**src/rtl/xbar_pkg.sv**
```systemverilog
package xbar_pkg;

    typedef enum logic [2:0] {
        OP_HOLD,
        OP_WRITE,
        OP_PRESET_BCAST,
        OP_PRESET_CTURN,
        OP_CLEAR
    } xbar_op_e;

endpackage

```
**src/rtl/xbar_op_decode.sv**
```systemverilog
module xbar_op_decode
    import xbar_pkg::*;
#(
    parameter int N = 8
) (
    input  logic         clr,
    input  logic         preset,
    input  logic         preset_sel,
    input  logic [N-1:0] wr_en,
    output xbar_op_e     op
);

    // Priority: clear, then preset, then column writes.
    always_comb begin
        if (clr)
            op = OP_CLEAR;
        else if (preset)
            op = preset_sel ? OP_PRESET_CTURN : OP_PRESET_BCAST;
        else if (|wr_en)
            op = OP_WRITE;
        else
            op = OP_HOLD;
    end

endmodule

```
**src/rtl/xbar_cell_array.sv**
```systemverilog
module xbar_cell_array
    import xbar_pkg::*;
#(
    parameter int N = 8
) (
    input  logic                  clk,
    input  logic                  rst_n,
    input  xbar_op_e              op,
    input  logic [N-1:0]          wr_en,
    input  logic [N-1:0]          din,
    output logic [N-1:0][N-1:0]   cfg
);

    generate
        for (genvar j = 0; j < N; j++) begin : g_col
            localparam logic [N-1:0] BCAST_COL = N'(1);
            localparam logic [N-1:0] CTURN_COL = N'(1) << (N - 1 - j);

            always_ff @(posedge clk or negedge rst_n) begin
                if (!rst_n) begin
                    cfg[j] <= '0;
                end else begin
                    unique case (op)
                        OP_CLEAR:        cfg[j] <= '0;
                        OP_PRESET_BCAST: cfg[j] <= BCAST_COL;
                        OP_PRESET_CTURN: cfg[j] <= CTURN_COL;
                        OP_WRITE:        if (wr_en[j]) cfg[j] <= cfg[j] | din;
                        OP_HOLD:         cfg[j] <= cfg[j];
                        default:         cfg[j] <= cfg[j];
                    endcase
                end
            end
        end
    endgenerate

endmodule

```
**src/rtl/xbar_or_tree.sv**
```systemverilog
module xbar_or_tree #(
    parameter int N = 8
) (
    input  logic [N-1:0][N-1:0] cfg,
    input  logic [N-1:0]        din,
    output logic [N-1:0]        dout
);

    generate
        for (genvar j = 0; j < N; j++) begin : g_out
            logic [N-1:0] gated;
            assign gated   = cfg[j] & din;
            assign dout[j] = |gated;
        end
    endgenerate

endmodule

```
**src/rtl/bit_crossbar.sv**
```systemverilog
module bit_crossbar
    import xbar_pkg::*;
#(
    parameter int N = 8
) (
    input  logic         clk,
    input  logic         rst_n,
    input  logic         clr,
    input  logic         preset,
    input  logic         preset_sel,
    input  logic [N-1:0] wr_en,
    input  logic [N-1:0] din,
    output logic [N-1:0] dout
);

    xbar_op_e             op;
    logic [N-1:0][N-1:0]  cfg;

    xbar_op_decode #(.N(N)) u_decode (
        .clr        (clr),
        .preset     (preset),
        .preset_sel (preset_sel),
        .wr_en      (wr_en),
        .op         (op)
    );

    xbar_cell_array #(.N(N)) u_cells (
        .clk   (clk),
        .rst_n (rst_n),
        .op    (op),
        .wr_en (wr_en),
        .din   (din),
        .cfg   (cfg)
    );

    xbar_or_tree #(.N(N)) u_tree (
        .cfg  (cfg),
        .din  (din),
        .dout (dout)
    );

endmodule

```
**config.mk**
```make
export PLATFORM = sky130hd
export DESIGN_NAME = bit_crossbar
export DESIGN_NICKNAME = d
export VERILOG_FILES = /design/src/rtl/xbar_pkg.sv /design/src/rtl/xbar_op_decode.sv /design/src/rtl/xbar_cell_array.sv /design/src/rtl/xbar_or_tree.sv /design/src/rtl/bit_crossbar.sv
export SDC_FILE = /design/constraint.sdc
export NUM_CORES = 1
export LEC_CHECK = 0
export CORE_MARGIN = 2
export CORE_UTILIZATION = 55
export CTS_CLUSTER_SIZE = 25
export DETAILED_ROUTE_END_ITERATION = 12
export HOLD_SLACK_MARGIN = 0.12
export MAX_ROUTING_LAYER = met4
export PLACE_DENSITY = 0.78
export SYNTH_ARGS = -nofsm -noshare
export SYNTH_HDL_FRONTEND = slang
export SYNTH_SLANG_ARGS = --single-unit
```
**constraint.sdc**
```tcl
create_clock -name clk -period 1.5 [get_ports clk]
set_input_delay 0.3 -clock clk [delete_from_list [all_inputs] [get_ports clk]]
set_output_delay 0.3 -clock clk [all_outputs]
set_load 0.03 [all_outputs]
```
==> results.sh <==
export IMPL_busiest_layer="met2"
export IMPL_whs_path_depth=4
export IMPL_status="complete, but fails checks"
export IMPL_cts_path_max_buffers=2
export IMPL_max_slew_worst_pin_slew_ns=0.348
export IMPL_syn_inst=269
export IMPL_top_register="u_cells.cfg"
export IMPL_fillers=318
export IMPL_largest_reg_flops=64
export IMPL_rsz0062_at_grt="true"
export IMPL_max_clock_freq_mhz=630
export IMPL_yosys_warnings=0
export IMPL_grt_max_degree=65
export IMPL_gp_congestion=0.819
export IMPL_cp_max_fo=2
export IMPL_drt_initial_drc_count=284
export IMPL_min_delay_start="din[5]"
export IMPL_dp_cells=361
export IMPL_dieArea_um2=5450
export IMPL_regArea_um2=1600
export IMPL_initial_core_util_pct=56.7
export IMPL_crit_path_end_kind="output pin"
export IMPL_synth_top_cells_by_area="dfrtp_1 (60%), a21oi_1 (9.2%), a22oi_1 (9.0%)"
export IMPL_multi_input_area_um2=1020
export IMPL_ir_drop_mv=0.615
export IMPL_clock_sinks=64
export IMPL_critical_path_class="reg2out"
export IMPL_critPathLaunch="u_cells.cfg[41]"
export IMPL_clk_latency_ns=0.34
export IMPL_postPlaceCellArea_um2=3120
export IMPL_r2r_slack_ns=0.52
export IMPL_worstReg2RegEnd="u_cells.cfg[39]"
export IMPL_finalNetCount=344
export IMPL_use_met3_pct=5.76
export IMPL_slew_headroom_pct=76.7
export IMPL_post_route_cell_area_um2=3580
export IMPL_die_h_um=73.8
export IMPL_antenna_found_initial=0
export IMPL_ys_ff_latch=64
export IMPL_syn_to_final_growth_pct=33.5
export IMPL_avgRoutedWirePerCell_um=19.0
export IMPL_ff2ff_path_depth=4
export IMPL_hp_class="in2reg"
export IMPL_synth_cell_types=16
export IMPL_grt_pass1_vias=2348
export IMPL_grtUsageMet2_pct=45.3
export IMPL_violations="negative setup slack"
export IMPL_cts_buffers=9
export IMPL_wirelength_um=7460
export IMPL_rows=25
export IMPL_ant_nets=0
export IMPL_coreArea_um2=4720
export IMPL_vias=2348
export IMPL_final_util_pct=75.8
export IMPL_ioPinCount=29
export IMPL_layout_common_cells="dfrtp_1 (64), nor2_1 (57), a21oi_1 (49)"
export IMPL_cts_root_buf="clkbuf_8"
export IMPL_synth_area_per_cell_um2=9.96
export IMPL_required_ns=1.20
export IMPL_pre_cts_slack_ns=-0.252
export IMPL_power_density_nw_per_um2=1060
export IMPL_min_period_ns=1.59
export IMPL_top_regs="u_cells.cfg x64"
export IMPL_reg2reg_from="u_cells.cfg[39]"
export IMPL_viasPerCell=5.99
export IMPL_yosysTopAreaCell="dfrtp_1"
export IMPL_path_clk_slew_ns=0.06
export IMPL_min_to="u_cells.cfg[45]"
export IMPL_skew_ns=0
export IMPL_tns_ns=-0.167
export IMPL_drc_errors=0
export IMPL_hpwl_um=4050
export IMPL_portBuffers=28
export IMPL_syn_nets=290
export IMPL_hold_viol=0
export IMPL_fin_ws_ns=-0.0871
export IMPL_grt_pass1_wl_um=11700
export IMPL_fin_crit_sh_pct=106
export IMPL_die_width_um=73.8
export IMPL_grt_use_met1_pct=40.6
export IMPL_syn_area_um2=2680
export IMPL_maxCapViolations=0
export IMPL_leakagePower_nw=1.60
export IMPL_drive_gt1_share_pct=28.0
export IMPL_seq_area_frac_synth_pct=59.8
export IMPL_grt_overflow_total=0
export IMPL_grt_total_usage_pct=30.3
export IMPL_arrival_ns=1.29
export IMPL_final_common_cell="dfrtp_1"
export IMPL_num_antenna_cells=0
export IMPL_netlist_area_leader_share_pct=59.8
export IMPL_setup_violations=5
export IMPL_finalMaxSlewViolations=0
export IMPL_dr_pass1_iters=4
export IMPL_htree_levels=3
export IMPL_cts_tree="yes"
export IMPL_crit_path_start_kind="flop"
export IMPL_fin_cells=392
-- power by group --
| group | leakage (nW) | internal [mW] | switching [mW] |
|---|---|---|---|
| clock network | 0.0842 | 0.660 | 0.601 |
| registers | 0.861 | 1.80 | 0.0531 |
| logic | 0.658 | 0.295 | 0.370 |
-- per-stage QoR --
stage	hold WS (ns)	total power, mW
after global placement	0.337	2.42
after detailed placement	0.339	2.43
after global routing	0.464	3.90
after floorplan	0.00441	2.18
after CTS	0.500	3.75
final	0.441	3.78
-- cell type report --
type | instances | area share [%]
sequential | 64 | 44.8
multi-input combinational | 171 | 28.6
clock buffer | 12 | 4.34
tap | 67 | 2.34
clock inverter | 1 | 0.140
timing repair buffer | 77 | 19.9
-- Yosys cell counts --
library cell	n
nor2_1	57
nor2b_1	1
a21o_1	1
buf_4	1
buf_1	3
dfrtp_1	64
nand4_1	8
clkbuf_1	21
buf_6	3
nor3_1	7
buf_2	5
a211oi_1	15
a22oi_1	32
clkbuf_2	1
or2_1	1
a21oi_1	49
-- per-layer routing --
metal	vias to the layer above	wire, um
li1	1058	-
met1	1182	3150
met2	92	3600
met3	16	537
met4	0	172
met5	-	0
-- cells by family (layout without fill, tap and decap cells) --
family / after synthesis / count (layout) / synth area share (%)
compound gates: 97 / 97 / 22.6
buf+inv: 34 / 90 / 6.02
flops: 64 / 64 / 59.8
simple gates: 74 / 74 / 11.6
-- critical path, cell delays in order, from the launching register on --
cell	delay [ns]
dfrtp_1	0.40
a22oi_2	0.21
nand4_1	0.16
buf_6	0.18
-- worst max-delay path by stage --
stage,end,slack (ns),cells after the start
after floorplan,dout[4],0.03,4
after global placement,dout[2],-0.23,5
after detailed placement,dout[4],-0.25,5
after CTS,dout[4],-0.03,3
after global routing,dout[5],-0.12,3
final,dout[5],-0.09,3
-- what timing repair did --
item | 4_1_cts | 5_1_grt
endpoints found under the setup margin | 8 | 8
hold buffers | 1 | 0
resized for setup | 41 | 14
buffers inserted | 9 | 4
pin swaps | 20 | 14
cloned | 4 | 0
hold endpoints to repair | 64 | 0
Note: power is estimated with default switching activity, not from simulation.
